## config.mk

```make
export PLATFORM = sky130hd
export DESIGN_NAME = perr_status_reg
export DESIGN_NICKNAME = d
export VERILOG_FILES = /design/src/rtl/perr_pkg.sv /design/src/rtl/perr_phy_watch.sv /design/src/rtl/perr_event_map.sv /design/src/rtl/perr_w1c_bank.sv /design/src/rtl/perr_status_reg.sv
export SDC_FILE = /design/constraint.sdc
export NUM_CORES = 1
export LEC_CHECK = 0
export ABC_CLOCK_PERIOD_IN_PS = 1020
export BUFFER_PORTS_ARGS = -buffer_cell sky130_fd_sc_hd__buf_4
export CORE_ASPECT_RATIO = 0.75
export CORE_MARGIN = 2
export CORE_UTILIZATION = 35
export DETAILED_ROUTE_END_ITERATION = 10
export MAX_ROUTING_LAYER = met4
export PLACE_DENSITY_LB_ADDON = 0.1
export SKIP_CTS_REPAIR_TIMING = 1
export SLEW_MARGIN = 30
export SYNTH_ARGS = -nofsm -noshare
export SYNTH_HDL_FRONTEND = slang
export SYNTH_SLANG_ARGS = --single-unit
```

## constraint.sdc

```tcl
create_clock -name clk -period 1.02 [get_ports clk]
set_input_delay 0.204 -clock clk [delete_from_list [all_inputs] [get_ports clk]]
set_output_delay 0.204 -clock clk [all_outputs]
set_load 0.01 [all_outputs]
```

## src/rtl/perr_pkg.sv

```systemverilog
// perr_pkg
// Bit positions and derived masks for the port error status word.
// Assumes a 32-bit register; the positions are fixed by the port's
// software view, so they are constants rather than parameters.
package perr_pkg;
    localparam int REG_W = 32;

    localparam int B_EXCHG     = 26;
    localparam int B_FIS_UNK   = 25;
    localparam int B_TRANS_ST  = 24;
    localparam int B_LINK_SEQ  = 23;
    localparam int B_HS_RERR   = 22;
    localparam int B_CRC       = 21;
    localparam int B_DEC_ERR   = 19;
    localparam int B_COMM_WAKE = 18;
    localparam int B_PHY_INT   = 17;
    localparam int B_PHYRDY_CH = 16;
    localparam int B_INT_ABORT = 11;
    localparam int B_PROTO     = 10;
    localparam int B_PERSIST   = 9;
    localparam int B_TRANSIENT = 8;
    localparam int B_REC_COMM  = 1;
    localparam int B_REC_DATA  = 0;

    // Lowest and highest bit of the serious-error group that halts transfers.
    localparam int STOP_LO = B_TRANSIENT;
    localparam int STOP_HI = B_INT_ABORT;

    localparam logic [REG_W-1:0] IMPL_MASK =
          (REG_W'(1) << B_EXCHG)     | (REG_W'(1) << B_FIS_UNK)
        | (REG_W'(1) << B_TRANS_ST)  | (REG_W'(1) << B_LINK_SEQ)
        | (REG_W'(1) << B_HS_RERR)   | (REG_W'(1) << B_CRC)
        | (REG_W'(1) << B_DEC_ERR)   | (REG_W'(1) << B_COMM_WAKE)
        | (REG_W'(1) << B_PHY_INT)   | (REG_W'(1) << B_PHYRDY_CH)
        | (REG_W'(1) << B_INT_ABORT) | (REG_W'(1) << B_PROTO)
        | (REG_W'(1) << B_PERSIST)   | (REG_W'(1) << B_TRANSIENT)
        | (REG_W'(1) << B_REC_COMM)  | (REG_W'(1) << B_REC_DATA);
endpackage

```

## src/rtl/perr_phy_watch.sv

```systemverilog
// perr_phy_watch
// Flags a change of the PHY ready level. It compares the level with a
// copy taken at the previous edge. The copy also loads during reset, so
// nothing is flagged on reset release. Assumes phy_ready is synchronous
// to clk.
module perr_phy_watch (
    input  logic clk,
    input  logic rst_n,
    input  logic phy_ready,
    output logic change
);
    logic prev_q;

    // Track the last sampled level; it also loads in reset on purpose.
    always_ff @(posedge clk) begin
        prev_q <= phy_ready;
    end

    // A change is any difference from the last sampled level.
    always_comb begin
        change = rst_n & (phy_ready ^ prev_q);
    end
endmodule

```

## src/rtl/perr_event_map.sv

```systemverilog
// perr_event_map
// Routes the individual event pulses onto a set vector that is aligned
// to the status word. Assumes every input is a single-cycle pulse.
// Holes in the map stay zero.
module perr_event_map
    import perr_pkg::*;
(
    input  logic             ev_fis_unknown,
    input  logic             ev_trans_state,
    input  logic             ev_link_seq,
    input  logic             ev_hs_rerr,
    input  logic             ev_crc,
    input  logic             ev_dec_err,
    input  logic             ev_comm_wake,
    input  logic             ev_phy_int,
    input  logic             ev_cominit,
    input  logic             phy_change,
    input  logic             ev_int_abort,
    input  logic             ev_proto,
    input  logic             ev_persist,
    input  logic             ev_transient,
    input  logic             ev_rec_comm,
    input  logic             ev_rec_data,
    output logic [REG_W-1:0] set_vec
);
    // Place each event at its fixed register position.
    always_comb begin
        set_vec              = '0;
        set_vec[B_EXCHG]     = ev_cominit;
        set_vec[B_FIS_UNK]   = ev_fis_unknown;
        set_vec[B_TRANS_ST]  = ev_trans_state;
        set_vec[B_LINK_SEQ]  = ev_link_seq;
        set_vec[B_HS_RERR]   = ev_hs_rerr;
        set_vec[B_CRC]       = ev_crc;
        set_vec[B_DEC_ERR]   = ev_dec_err;
        set_vec[B_COMM_WAKE] = ev_comm_wake;
        set_vec[B_PHY_INT]   = ev_phy_int;
        set_vec[B_PHYRDY_CH] = phy_change;
        set_vec[B_INT_ABORT] = ev_int_abort;
        set_vec[B_PROTO]     = ev_proto;
        set_vec[B_PERSIST]   = ev_persist;
        set_vec[B_TRANSIENT] = ev_transient;
        set_vec[B_REC_COMM]  = ev_rec_comm;
        set_vec[B_REC_DATA]  = ev_rec_data;
    end
endmodule

```

## src/rtl/perr_w1c_bank.sv

```systemverilog
// perr_w1c_bank
// A row of sticky write-one-to-clear bits. Only the bits marked in MASK
// get a flop; the rest are tied to zero. When a set and a clear hit the
// same bit in one cycle, the set wins.
module perr_w1c_bank #(
    parameter int             W    = 32,
    parameter logic [W-1:0]   MASK = '1
) (
    input  logic         clk,
    input  logic         rst_n,
    input  logic [W-1:0] set_vec,
    input  logic         wr_en,
    input  logic [W-1:0] wr_data,
    output logic [W-1:0] q
);
    for (genvar i = 0; i < W; i++) begin : g_bit
        if (MASK[i]) begin : g_impl
            logic bit_q;

            // Sticky bit: set beats clear, clear needs a written one.
            always_ff @(posedge clk) begin
                if (!rst_n)
                    bit_q <= 1'b0;
                else if (set_vec[i])
                    bit_q <= 1'b1;
                else if (wr_en && wr_data[i])
                    bit_q <= 1'b0;
            end
            assign q[i] = bit_q;

            // an event always leaves its bit set.
            a_r2_set_sticks: assert property (@(posedge clk) disable iff (!rst_n)
                set_vec[i] |=> q[i]);
            // a written one with no event clears the bit.
            a_r3_w1c_clears: assert property (@(posedge clk) disable iff (!rst_n)
                (!set_vec[i] && wr_en && wr_data[i]) |=> !q[i]);
            // with neither event nor written one, the bit holds.
            a_r3_holds: assert property (@(posedge clk) disable iff (!rst_n)
                (!set_vec[i] && !(wr_en && wr_data[i])) |=> $stable(q[i]));
        end else begin : g_rsvd
            assign q[i] = 1'b0;
        end
    end
endmodule

```

## src/rtl/perr_status_reg.sv

```systemverilog
// perr_status_reg
// Error and diagnostic status word for one serial ATA port. It latches
// event pulses into sticky write-one-to-clear bits and derives the
// stop-transfer, exchange, PhyRdy-change and interrupt outputs.
// Assumes all inputs are synchronous to clk, and events are one-cycle
// pulses.
module perr_status_reg
    import perr_pkg::*;
(
    input  logic             clk,
    input  logic             rst_n,
    input  logic             ev_fis_unknown,
    input  logic             ev_trans_state,
    input  logic             ev_link_seq,
    input  logic             ev_hs_rerr,
    input  logic             ev_crc,
    input  logic             ev_dec_err,
    input  logic             ev_comm_wake,
    input  logic             ev_phy_int,
    input  logic             ev_cominit,
    input  logic             ev_int_abort,
    input  logic             ev_proto,
    input  logic             ev_persist,
    input  logic             ev_transient,
    input  logic             ev_rec_comm,
    input  logic             ev_rec_data,
    input  logic             phy_ready,
    input  logic             bus_wr_en,
    input  logic [REG_W-1:0] bus_wr_data,
    output logic [REG_W-1:0] bus_rd_data,
    input  logic             irq_en,
    output logic             stop_xfer,
    output logic             conn_chg_sts,
    output logic             phyrdy_chg_sts,
    output logic             irq
);
    logic             phy_change;
    logic [REG_W-1:0] set_vec;
    logic [REG_W-1:0] status_q;

    perr_phy_watch u_phy_watch (
        .clk       (clk),
        .rst_n     (rst_n),
        .phy_ready (phy_ready),
        .change    (phy_change)
    );

    perr_event_map u_event_map (
        .ev_fis_unknown (ev_fis_unknown),
        .ev_trans_state (ev_trans_state),
        .ev_link_seq    (ev_link_seq),
        .ev_hs_rerr     (ev_hs_rerr),
        .ev_crc         (ev_crc),
        .ev_dec_err     (ev_dec_err),
        .ev_comm_wake   (ev_comm_wake),
        .ev_phy_int     (ev_phy_int),
        .ev_cominit     (ev_cominit),
        .phy_change     (phy_change),
        .ev_int_abort   (ev_int_abort),
        .ev_proto       (ev_proto),
        .ev_persist     (ev_persist),
        .ev_transient   (ev_transient),
        .ev_rec_comm    (ev_rec_comm),
        .ev_rec_data    (ev_rec_data),
        .set_vec        (set_vec)
    );

    perr_w1c_bank #(
        .W    (REG_W),
        .MASK (IMPL_MASK)
    ) u_bank (
        .clk     (clk),
        .rst_n   (rst_n),
        .set_vec (set_vec),
        .wr_en   (bus_wr_en),
        .wr_data (bus_wr_data),
        .q       (status_q)
    );

    // Drive the read bus and the derived status and halt outputs.
    always_comb begin
        bus_rd_data    = status_q;
        stop_xfer      = |status_q[STOP_HI:STOP_LO];
        conn_chg_sts   = status_q[B_EXCHG];
        phyrdy_chg_sts = status_q[B_PHYRDY_CH];
        irq            = status_q[B_PHYRDY_CH] & irq_en;
    end

    // a transient integrity error halts the transfer on the next cycle.
    a_r9_stop_on_error: assert property (@(posedge clk) disable iff (!rst_n)
        ev_transient |=> stop_xfer);
    // COMINIT raises the connect-change status.
    a_r6_exchange_flag: assert property (@(posedge clk) disable iff (!rst_n)
        ev_cominit |=> conn_chg_sts);
    // a sampled change of the PHY ready level raises the change status.
    a_r7_phyrdy_change: assert property (@(posedge clk) disable iff (!rst_n)
        (phy_ready != $past(phy_ready)) |=> phyrdy_chg_sts);
    // reserved positions never read as one.
    a_r4_reserved_zero: assert property (@(posedge clk) disable iff (!rst_n)
        (bus_rd_data & ~IMPL_MASK) == '0);
endmodule

```

# After elaboration in Yosys (flattened, before gate mapping)
# Cells that the tools add are included.
# classes
add_sub_neg	0
mul	0
div_mod_pow	0
magnitude_cmp	0
eq_ne	0
n_shift	0
mux	32
bitwise_logic	3
n_reduce_logical	33
# ops
operator	count
$mux W1	32
$reduce_bool A2 Y1	16
$logic_and A1 B1 Y1	16
$reduce_or A4 Y1	1
$and A1 B1 Y1	2
$xor A1 B1 Y1	1
# word_totals
reg_bits	17
latchBits	0
ram_bits	0
rom_bits	0
input_bits	52
wordCells	85
n_memories	0

# Logic depth before layout (Yosys ltp)
# Gate-level depths: netlist (run 1).
# depth
ltp_word	3
ltp_mapped	3
depth_no_buf	2

# By module
# From an unflattened synthesis (run 1), not the netlist that was laid out.
# hier_totals
hier_cells	140
hier_area_um2	1146.1
# by_module_without_submodules
module	instances	cells_per_inst	area_per_inst_um2	seq_area_each_um2
perr_w1c_bank	1	100	838.3	320.3
perr_event_map	1	33	244.0	0.0
perr_phy_watch	1	3	35.0	20.0
perr_status_reg	1	4	28.8	0.0

# Worst setup path before layout (run 1)
# No wires, ideal clock.
# synth_path
path_type	register to output
start	reg u_bank.g_bit[11].g_impl.bit_q
end	out stop_xfer
arrival_ps	861
required_ps	816
path_slack_ps	-45
path_stages_with_launch	2
n_path_buf	0
path_cell_list	dfxtp_1 > or4_1
# synth_between
elab_chain_len	1
# synth_rtl
item	line_no	rtl
from (decl)	perr_w1c_bank.sv:18	logic bit_q;
from (signal assigned)	perr_w1c_bank.sv:23	bit_q <= 1'b0;
from (signal assigned)	perr_w1c_bank.sv:25	bit_q <= 1'b1;
from (signal assigned)	perr_w1c_bank.sv:27	bit_q <= 1'b0;
$reduce_or A4 Y1	perr_status_reg.sv:83	stop_xfer = |status_q[STOP_HI:STOP_LO];
to (decl)	perr_status_reg.sv:32	output logic stop_xfer,
# Every way passes these cells.

# Final worst setup path (run 1)
# Ends and elaborated chain as after synthesis.

==> implementation parameters, run 1 <==
Parameter                              Value

Synthesis
  Number of synthesized register bits ... 17
  Adder and majority cell fraction of the synthesized area ... 0%
  Synthesized netlist cell count ... 88
  Compound-Gate Fraction of Synth Area ... 27.6%
  Cell type with the largest total area after synthesis ... sky130_fd_sc_hd__dfxtp_1
  Multiplexer fraction of the synthesized cell area ... 0%
  Dominant cells by area after synthesis ... sky130_fd_sc_hd__dfxtp_1 (39%), sky130_fd_sc_hd__buf_4 (28%), sky130_fd_sc_hd__o21a_1 (14%)
  Fraction of post-synthesis cell area in the top cell type by area ... 39.1%
  Average cell area after synthesis ... 9.90 µm²
  Yosys cell types ... 11
  Largest family of logic cells by synthesized area ... buffers and inverters
  Cell area after technology mapping ... 871 µm²
  XOR/XNOR share of the synthesized area ... 1.01%
  YS warnings ... 0
  Part of the Yosys area used for sequential elements ... 39.1%
  Simple-gate share of the synthesized area ... 1.58%

Clocking
  Root buf cell ... sky130_fd_sc_hd__clkbuf_4
  Clock sink count ... 17
  Clock tree from TritonCTS ... built
  Clock latency on the worst-skew pair ... 0.29 ns
  Clock tree buffer depth ... 2
  H-tree levels ... 1
  TritonCTS Buffers ... 3
  Clock-pin slew on the worst setup and hold paths ... 0.09 ns

Status
  Outcome ... finished, violations left
  Failing checks ... negative setup slack

Route
  Count of antenna-violating nets left after detailed routing ... 0
  Starting DRT DRC Count ... 4
  Via Count ... 671
  Routed len/inst ... 10.2 µm
  DR DRC count ... 0
  Post-Route WL ... 1690 µm
  Number of vias per cell after detailed routing ... 4.04
  Count of TritonRoute iterations in the first routing pass ... 2

Finish
  Total of fill cells in the finished design ... 223
  Footprint of the multi-input gates ... 329 µm²
  Growth of design area from synthesis to finish ... 43.0%
  Final net count ... 185
  Finished Layout Cells ... 166
  Total area of sequential cells ... 352 µm²
  Share of post-route cells with drive strength above 1 ... 54.5%
  Antenna diode count ... 0
  Area of all placed cells without fillers ... 1240 µm²

Power
  Worst IR drop on VDD ... 693 µV
  Leakage power total ... 0.604 nW
  P per Cell Area ... 1180 nW/µm²

Setup path
  Reg2Reg Depth ... 4
  Arrival @ worst endpoint ... 1.26 ns
  Launching point of the worst reg2reg path ... u_bank.g_bit[11].g_impl.bit_q$_SDFFE_PN0P_
  Critical-path maximum fanout ... 2
  Critical Path Start Type ... flip-flop
  Setup CP Type ... flip-flop to primary output
  Worst Setup End Kind ... primary output
  Register-to-register path setup slack ... 0.08 ns
  Reg2reg end ... u_bank.g_bit[11].g_impl.bit_q$_SDFFE_PN0P_
  Required time worst endpoint ... 0.82 ns

STA
  Share of the clock period used by the worst path after layout ... 144%
  Final setup skew ... 0.0000439 ns
  Post-layout min period ... 1.47 ns
  Max Freq ... 0.682 GHz
  Worst hold margin ... 0.0311 ns
  RSZ-0062 raised after global routing ... yes
  Final WS setup ... -0.447 ns
  Number of pins with negative max-slew slack in the final report ... 0
  Final count of negative-setup-slack endpoints ... 6
  Final number of hold-violating endpoints ... 0

Min path
  Worst hold path class ... input pin to flip-flop
  Cells on Worst Hold Path ... 1
  Startpoint of the worst hold path ... phy_ready
  Hold Crit Endpoint ... u_phy_watch.prev_q$_DFF_P_

Floorplan
  Die extent in y ... 47.2 µm
  Row Count ... 15
  Total Die Area ... 2910 µm²
  Horizontal die dimension ... 61.6 µm
  Initial Util ... 37.4%
  Core area ... 2330 µm²
  Number of placed I/O pins ... 88

Placed design
  Count of input and output buffers ... 55
  HPWL after detailed placement ... 1310 µm
  Placed standard-cell area ... 1150 µm²
  Final RePlAce weighted congestion ... 0.592
  Number of instances in the placed design ... 161

Global routing
  Number of global-route vias before repair ... 588
  Pin count of the biggest net entering global routing ... 17
  Global routing usage summed across all routing layers ... 12.4%
  Wire length of the first global-routing pass ... 2470 µm
  Final global-route overflow total ... 0
  Initial antenna violation count ... 0

Flow run
  Maximum Capacitance Violations ... 0
-- synthesized netlist by cell type --
master	count
sky130_fd_sc_hd__o21a_1	16
sky130_fd_sc_hd__or4_1	1
sky130_fd_sc_hd__conb_1	1
sky130_fd_sc_hd__and2_1	1
sky130_fd_sc_hd__a21boi_1	3
sky130_fd_sc_hd__dfxtp_1	17
sky130_fd_sc_hd__a21boi_0	13
sky130_fd_sc_hd__xor2_1	1
sky130_fd_sc_hd__clkbuf_2	1
sky130_fd_sc_hd__buf_4	33
sky130_fd_sc_hd__buf_6	1
-- placed cells by master, fill, tap and decap left out --
cell	instances
sky130_fd_sc_hd__clkbuf_4	3
sky130_fd_sc_hd__a21boi_1	3
sky130_fd_sc_hd__dfxtp_4	1
sky130_fd_sc_hd__dfxtp_1	10
sky130_fd_sc_hd__conb_1	16
sky130_fd_sc_hd__a21boi_0	13
sky130_fd_sc_hd__dfxtp_2	6
sky130_fd_sc_hd__buf_4	48
sky130_fd_sc_hd__and2_4	1
sky130_fd_sc_hd__clkbuf_1	1
sky130_fd_sc_hd__o21a_1	16
sky130_fd_sc_hd__buf_6	12
sky130_fd_sc_hd__xor2_1	1
sky130_fd_sc_hd__or4_4	1
-- worst max-delay path by stage --
| stage | start | end | slack [ns] |
|---|---|---|---|
| 6_report | u_bank.g_bit[11].g_impl.bit_q$_SDFFE_PN0P_ | stop_xfer | -0.45 |
| 5_1_grt | u_bank.g_bit[11].g_impl.bit_q$_SDFFE_PN0P_ | stop_xfer | -0.49 |
| 3_5_place_dp | u_bank.g_bit[11].g_impl.bit_q$_SDFFE_PN0P_ | stop_xfer | -0.14 |
| 4_1_cts | u_bank.g_bit[11].g_impl.bit_q$_SDFFE_PN0P_ | stop_xfer | -0.47 |
| 2_1_floorplan | u_bank.g_bit[11].g_impl.bit_q$_SDFFE_PN0P_ | stop_xfer | -0.02 |
| 3_3_place_gp | u_bank.g_bit[11].g_impl.bit_q$_SDFFE_PN0P_ | stop_xfer | -0.14 |
-- routing by layer --
layer	routed length [µm]	part of all wire (%)	global-route usage [%]	vias to the layer above
met5	0	0	-	-
met2	871	52	20.8	41
met3	169	10	5.79	2
met4	11	0.65	3.83	0
met1	632	38	13.2	293
li1	-	-	-	335
-- state kept, by name, indices dropped and copies added, names as in the netlist --
name	cells
u_bank.g_bit.g_impl.bit_q	16
u_phy_watch.prev_q	1
-- cell type report --
class	count	area share, %
well taps	34	3.42
flip-flops and latches	17	28.2
clock buffers	4	2.11
multi-input cells	51	26.4
repair buffers	60	39.8
-- through the flow --
step / TNS, ns / utilization (%) / setup slack [ns] / total power [mW]
final: -0.705 / 53.5 / -0.447 / 1.47
after CTS: -0.868 / 50.6 / -0.472 / 1.47
after global routing: -0.952 / 53.5 / -0.485 / 1.58
after floorplan: -0.0168 / - / -0.0168 / 0.999
after global placement: -0.144 / 49.5 / -0.144 / 1.10
after detailed placement: -0.143 / 49.5 / -0.143 / 1.11
-- logic make-up (layout without fill, tap and decap cells) --
group / after synthesis / after routing
buffers and inverters: 35 / 64
AOI/OAI and AO/OA: 32 / 32
DFF: 17 / 17
and+or+nand+nor: 2 / 2
other: 1 / 16
xor gates and xnor gates: 1 / 1
-- critical path, cell delays in order (launching register included) --
cell                      delay (ns)
sky130_fd_sc_hd__dfxtp_2        0.33
sky130_fd_sc_hd__or4_4          0.52
sky130_fd_sc_hd__buf_6          0.13
-- power by group --
part / total [mW] / internal (mW) / switching, mW / leakage [nW]
Clock: 0.349 / 0.152 / 0.197 / 0.0150
Sequential: 0.742 / 0.715 / 0.0272 / 0.144
Combinational: 0.383 / 0.243 / 0.140 / 0.445
Note: power is estimated with default switching activity, not from simulation.
==> run 2, diff against run 1 <==
--- a/config.mk
+++ b/config.mk
@@ -10,6 +10,7 @@
 export CORE_ASPECT_RATIO = 0.75
 export CORE_MARGIN = 2
 export CORE_UTILIZATION = 35
+export CTS_BUF_LIST = sky130_fd_sc_hd__clkbuf_4 sky130_fd_sc_hd__clkbuf_8 sky130_fd_sc_hd__clkbuf_16
 export DETAILED_ROUTE_END_ITERATION = 10
 export MAX_ROUTING_LAYER = met4
 export PLACE_DENSITY_LB_ADDON = 0.1
==> run 2 against run 1 <==
Non-clock buffer count shrank 1. Wire length shrank 0.95%. Flip-flop and latch count is the same. Clock power grew 7.7%. Setup slack about the same. Worst hold slack improved by 0.0018 ns. Clock skew about the same. Critical path type unchanged. Total power up 1.4%. Sequential power about the same. The run still ends with negative setup slack left. Maximum frequency about the same.
==> implementation parameters, run 2 (synthesis results as in run 1) <==
Parameter                              Value

Status
  Outcome ... finished, violations left
  Failing checks ... negative setup slack

Finish
  Final core utilization ... 53.2% (-0.32 points)
  Most frequent standard cell in the layout excluding fill and tap cells ... sky130_fd_sc_hd__buf_4
  Share of post-route cells with drive strength above 1 ... 55.0% (+0.42 points)
  Max reg flops ... 16 (unchanged)
  Total area of sequential cells ... 352 µm² (unchanged)
  Final net count ... 184 (-0.54%)
  Footprint of the multi-input gates ... 329 µm² (unchanged)
  Total of fill cells in the finished design ... 221 (-0.90%)
  Most flops, register ... u_bank.g_bit.g_impl.bit_q
  Antenna diode count ... 0 (unchanged)
  Growth of design area from synthesis to finish ... 42.1%
  Area of all placed cells without fillers ... 1240 µm² (-0.60%)
  Commonest cells after routing, fill and taps aside ... sky130_fd_sc_hd__buf_4 (48), sky130_fd_sc_hd__o21a_1 (16), sky130_fd_sc_hd__conb_1 (16), sky130_fd_sc_hd__a21boi_0 (13), sky130_fd_sc_hd__buf_6 (11)
  Leading registers by flop count ... u_bank.g_bit.g_impl.bit_q: 16 flops, u_phy_watch.prev_q: 1 flops

Route
  DR DRC count ... 0 (unchanged)
  Routed len/inst ... 10.1 µm (-0.35%)
  Post-Route WL ... 1670 µm (-0.95%)
  Via Count ... 666 (-0.75%)
  Number of vias per cell after detailed routing ... 4.04 (-0.14%)
  Count of TritonRoute iterations in the first routing pass ... 2 (unchanged)
  Starting DRT DRC Count ... 3 (-1)
  Count of antenna-violating nets left after detailed routing ... 0 (unchanged)

Floorplan
  Initial Util ... 37.4% (unchanged)
  Row Count ... 15 (unchanged)
  Number of placed I/O pins ... 88 (unchanged)
  Horizontal die dimension ... 61.6 µm (unchanged)
  Die extent in y ... 47.2 µm (unchanged)
  Core area ... 2330 µm² (unchanged)
  Total Die Area ... 2910 µm² (unchanged)

STA
  RSZ-0062 raised after global routing ... yes
  Number of pins with negative max-slew slack in the final report ... 0 (unchanged)
  Share of the clock period used by the worst path after layout ... 144% (about the same)
  Worst hold margin ... 0.0329 ns (+0.00178 ns)
  Final setup skew ... 0.0000439 ns (+0.0000000278 ns)
  Post-layout min period ... 1.47 ns (+0.000277 ns)
  Final number of hold-violating endpoints ... 0 (unchanged)
  Final WS setup ... -0.447 ns (-0.000277 ns)
  Final count of negative-setup-slack endpoints ... 6 (unchanged)
  Max Freq ... 0.682 GHz (about the same)

Placed design
  Count of input and output buffers ... 55 (unchanged)
  Final RePlAce weighted congestion ... 0.592 (unchanged)
  HPWL after detailed placement ... 1310 µm (unchanged)
  Placed standard-cell area ... 1150 µm² (unchanged)
  Post-Place Setup Slack ... -0.143 ns (unchanged)

Clocking
  Clock tree from TritonCTS ... built
  Clock sink count ... 17 (unchanged)
  Clock tree buffer depth ... 2 (unchanged)
  Clock-pin slew on the worst setup and hold paths ... 0.09 ns (about the same)
  H-tree levels ... 1 (unchanged)
  Clock latency on the worst-skew pair ... 0.28 ns (about the same)
  TritonCTS Buffers ... 3 (unchanged)
  Root buf cell ... sky130_fd_sc_hd__clkbuf_4

Global routing
  Initial antenna violation count ... 0 (unchanged)
  Wire length of the first global-routing pass ... 2470 µm (unchanged)
  Global routing usage summed across all routing layers ... 12.4% (unchanged)
  Number of global-route vias before repair ... 587 (-0.17%)
  Pin count of the biggest net entering global routing ... 17 (unchanged)
  Final global-route overflow total ... 0 (unchanged)

Setup path
  Reg2Reg Depth ... 3 (-1)
  Critical-path maximum fanout ... 2 (unchanged)
  Setup CP Type ... flip-flop to primary output
  Beginning of the critical path ... u_bank.g_bit[8].g_impl.bit_q$_SDFFE_PN0P_
  Worst Setup End Kind ... primary output
  Endpoint of the most critical setup path ... stop_xfer
  Launching point of the worst reg2reg path ... u_bank.g_bit[8].g_impl.bit_q$_SDFFE_PN0P_
  Required time worst endpoint ... 0.82 ns (about the same)
  Register-to-register path setup slack ... 0.19 ns (+0.11 ns)
  Critical Path Start Type ... flip-flop
  Reg2reg end ... u_bank.g_bit[8].g_impl.bit_q$_SDFFE_PN0P_
  Arrival @ worst endpoint ... 1.26 ns (about the same)

Flow run
  Maximum Capacitance Violations ... 0 (unchanged)

Power
  P per Cell Area ... 1210 nW/µm² (+2.0%)
  Post-layout power ... 1.49 mW (+1.4%)
  Leakage power total ... 0.601 nW (-0.44%)
  Worst IR drop on VDD ... 704 µV (+1.7%)

Min path
  Worst hold path class ... input pin to flip-flop
-- run 2: cell count changes in the layout (fill, tap and decap cells not counted) --
cell and delta:
sky130_fd_sc_hd__buf_6 -1, sky130_fd_sc_hd__clkbuf_1 -1, sky130_fd_sc_hd__clkbuf_4 +1
-- run 2: stage by stage --
stage	setup TNS (ns)	std cells
2_1_floorplan	-0.0168	103
3_3_place_gp	-0.144	161
3_5_place_dp	-0.143	161
4_1_cts	-0.865	165
5_1_grt	-0.865	165
6_report	-0.605	165
-- run 2: how the worst min path moves through the flow --
stage	slack [ns]	end	start	cells after the start
after floorplan	0.23	u_phy_watch.prev_q$_DFF_P_	phy_ready	0
after global placement	0.33	u_phy_watch.prev_q$_DFF_P_	phy_ready	1
after detailed placement	0.33	u_phy_watch.prev_q$_DFF_P_	phy_ready	1
after CTS	0.02	u_phy_watch.prev_q$_DFF_P_	phy_ready	1
after global routing	0.006	u_phy_watch.prev_q$_DFF_P_	phy_ready	1
final	0.03	u_phy_watch.prev_q$_DFF_P_	phy_ready	1
-- run 2: power by group --
part           total [mW]  leakage, nW  switching (mW)  internal (mW)
logic               0.377        0.439           0.139          0.238
clock network       0.376       0.0184           0.197          0.179
registers           0.742        0.144          0.0267          0.715
total                1.49        0.601           0.363           1.13
-- run 2: routing by layer --
layer,GRT usage (%),vias to the layer above,wire length (µm)
li1,-,332,-
met1,13.2,291,629
met2,20.8,41,858
met3,5.79,2,169
met4,3.83,0,11
met5,-,-,0
-- run 2: worst max-delay path, cell delays in order (launching register included) --
cell	delay (ns)
sky130_fd_sc_hd__dfxtp_2	0.33
sky130_fd_sc_hd__or4_4	0.52
sky130_fd_sc_hd__buf_6	0.13
-- run 2: area by class of cell --
type                    instances  share of cell area (%)
clock buffers                   4                    2.43
well taps                      34                    3.44
repair buffers                 59                    39.1
flip-flops and latches         17                    28.4
multi-input cells              51                    26.6
==> run 3, diff against run 2 <==
--- a/config.mk
+++ b/config.mk
@@ -5,11 +5,11 @@
 export SDC_FILE = /design/constraint.sdc
 export NUM_CORES = 1
 export LEC_CHECK = 0
-export ABC_CLOCK_PERIOD_IN_PS = 1020
+export ABC_CLOCK_PERIOD_IN_PS = 1200
 export BUFFER_PORTS_ARGS = -buffer_cell sky130_fd_sc_hd__buf_4
 export CORE_ASPECT_RATIO = 0.75
 export CORE_MARGIN = 2
-export CORE_UTILIZATION = 35
+export CORE_UTILIZATION = 31
 export CTS_BUF_LIST = sky130_fd_sc_hd__clkbuf_4 sky130_fd_sc_hd__clkbuf_8 sky130_fd_sc_hd__clkbuf_16
 export DETAILED_ROUTE_END_ITERATION = 10
 export MAX_ROUTING_LAYER = met4
==> constraint.sdc (replaced) <==
create_clock -name clk -period 1.2 [get_ports clk]
set_input_delay 0.24 -clock clk [delete_from_list [all_inputs] [get_ports clk]]
set_output_delay 0.24 -clock clk [all_outputs]
set_load 0.01 [all_outputs]
==> run 3 against run 2 <==
The flow still finishes with violations (negative setup slack). Critical path type unchanged. Clock skew is essentially flat. Setup slack gained 0.19 ns. Worst hold slack gained 0.083 ns.
==> implementation parameters, run 3 (synthesis results as in run 1) <==
Parameter                              Value

Status
  Outcome ... finished, violations left
  Failing checks ... negative setup slack

Global routing
  Global routing usage summed across all routing layers ... 11.1% (-1.3 points)
  Initial antenna violation count ... 0 (unchanged)
  Wire length of the first global-routing pass ... 2730 µm (+10%)
  Final global-route overflow total ... 0 (unchanged)
  Number of global-route vias before repair ... 615 (+4.8%)
  Pin count of the biggest net entering global routing ... 17 (unchanged)

Finish
  Commonest cells after routing, fill and taps aside ... sky130_fd_sc_hd__buf_4 (56), sky130_fd_sc_hd__o21a_1 (16), sky130_fd_sc_hd__conb_1 (16), sky130_fd_sc_hd__dfxtp_1 (16), sky130_fd_sc_hd__a21boi_0 (13)
  Finished Layout Cells ... 165 (unchanged)
  Most flops, register ... u_bank.g_bit.g_impl.bit_q
  Area of all placed cells without fillers ... 1190 µm² (-3.5%)
  Max reg flops ... 16 (unchanged)
  Total of fill cells in the finished design ... 273 (+24%)
  Share of post-route cells with drive strength above 1 ... 48.8% (-6.1 points)
  Final core utilization ... 45.2% (-8.0 points)
  Most frequent standard cell in the layout excluding fill and tap cells ... sky130_fd_sc_hd__buf_4
  Growth of design area from synthesis to finish ... 37.1%
  Antenna diode count ... 0 (unchanged)
  Final net count ... 182 (-1.1%)
  Leading registers by flop count ... u_bank.g_bit.g_impl.bit_q: 16 flops, u_phy_watch.prev_q: 1 flops

Setup path
  Critical-path maximum fanout ... 2 (unchanged)
  Beginning of the critical path ... u_bank.g_bit[10].g_impl.bit_q$_SDFFE_PN0P_
  Cells along the critical path ... or4_4 -> buf_6
  Critical-path cell with the highest stage delay ... sky130_fd_sc_hd__or4_4
  Required time worst endpoint ... 0.96 ns (+0.14 ns)
  Slowest stage delay, CP ... 0.53 ns (about the same)
  Launching point of the worst reg2reg path ... u_bank.g_bit[11].g_impl.bit_q$_SDFFE_PN0P_
  Setup CP Type ... flip-flop to primary output
  Arrival @ worst endpoint ... 1.21 ns (-0.05 ns)
  Crit path max-delay family ... simple AND/OR/NAND/NOR gates
  Worst Setup End Kind ... primary output
  Sum of buffers and inverters on the critical path ... 1 (unchanged)
  Critical Path Start Type ... flip-flop

Clocking
  Clock tree from TritonCTS ... built
  Clock-pin slew on the worst setup and hold paths ... 0.06 ns (-0.03 ns)
  TritonCTS Buffers ... 3 (unchanged)
  H-tree levels ... 1 (unchanged)
  Clock latency on the worst-skew pair ... 0.24 ns (-0.04 ns)
  Clock sink count ... 17 (unchanged)
  Clock tree buffer depth ... 2 (unchanged)
  Root buf cell ... sky130_fd_sc_hd__clkbuf_8

STA
  Post-layout min period ... 1.45 ns
  Max Freq ... 0.687 GHz
  Final setup skew ... 0.0000812 ns (+0.0000373 ns)
  Number of pins with negative max-slew slack in the final report ... 0 (unchanged)
  Final WS setup ... -0.255 ns (+0.192 ns)
  Final count of negative-setup-slack endpoints ... 1 (-5)
  Final number of hold-violating endpoints ... 0 (unchanged)
  Worst hold margin ... 0.116 ns (+0.0827 ns)
  Share of the clock period used by the worst path after layout ... 121%
  RSZ-0062 raised after global routing ... yes

Floorplan
  Core area ... 2640 µm² (+14%)
  Row Count ... 16 (+1)
  Initial Util ... 33.0% (-4.5 points)
  Number of placed I/O pins ... 88 (unchanged)
  Total Die Area ... 3250 µm² (+12%)
  Horizontal die dimension ... 65.2 µm (+5.9%)
  Die extent in y ... 49.9 µm (+5.7%)

Placed design
  Number of instances in the placed design ... 161 (unchanged)
  HPWL after detailed placement ... 1320 µm (+0.45%)
  Final RePlAce weighted congestion ... 0.636 (+7.4%)
  Count of input and output buffers ... 55 (unchanged)
  Post-Place Setup Slack ... 0.0106 ns (+0.153 ns)
  Placed standard-cell area ... 1140 µm² (-1.4%)

Route
  Number of vias per cell after detailed routing ... 3.99 (-1.1%)
  Post-Route WL ... 1720 µm (+2.8%)
  Max Used Layer ... met4
  Count of antenna-violating nets left after detailed routing ... 0 (unchanged)
  Starting DRT DRC Count ... 20 (+17)
  Via Count ... 659 (-1.1%)
  Wire length on met1 ... 693 µm (+10%)
  Length of routed met2 wiring ... 856 µm (-0.23%)
  Count of TritonRoute iterations in the first routing pass ... 2 (unchanged)
  Routed len/inst ... 10.4 µm (+2.8%)
  Met3 wirelength from detailed routing ... 153 µm (-9.5%)
  DR DRC count ... 0 (unchanged)

Flow run
  Maximum Capacitance Violations ... 0 (unchanged)

Power
  P per Cell Area ... 1140 nW/µm² (-5.6%)
  Leakage power total ... 0.585 nW (-2.6%)
  Worst IR drop on VDD ... 723 µV (+2.6%)

Min path
  Startpoint of the worst hold path ... phy_ready
  Worst hold path class ... input pin to flip-flop
## run 3: area by class of cell
class                           instances  area, µm²  share of cell area (%)
Sequential cell                        17        342                    28.6
Tap cell                               36       45.0                    3.77
Timing Repair Buffer                   57        432                    36.2
Clock buffer                            4       48.8                    4.09
Multi-Input combinational cell         51        327                    27.4
## run 3: worst paths after layout
check        slack (ns)                                    endpoint  cells after the start
max               -0.25                                   stop_xfer                      2
min                0.12                  u_phy_watch.prev_q$_DFF_P_                      1
max reg2reg        0.37  u_bank.g_bit[11].g_impl.bit_q$_SDFFE_PN0P_                      3
min reg2reg        0.58  u_bank.g_bit[16].g_impl.bit_q$_SDFFE_PN0P_                      2
## run 3: routing by layer
metal / up-vias / GRT usage [%]
li1: 329 / -
met1: 292 / 13.0
met2: 36 / 18.4
met3: 2 / 4.34
met4: 0 / 2.08
met5: - / -
## run 3: report_power, final
part / internal [mW] / switching, mW
Clock: 0.258 / 0.180
Sequential: 0.606 / 0.0214
Combinational: 0.180 / 0.116
## run 3: stage by stage
stage	setup TNS (ns)	total power, mW
final	-0.255	1.36
after global routing	-0.284	1.44
after floorplan	0	0.846
after CTS	-0.264	1.38
after global placement	0	0.927
after detailed placement	0	0.934
## run 3: worst register-to-register path: stages, from the launching register on
cell                       delay (ns)
sky130_fd_sc_hd__dfxtp_2         0.32
sky130_fd_sc_hd__buf_4           0.13
sky130_fd_sc_hd__a21boi_0        0.11
sky130_fd_sc_hd__o21a_1          0.17
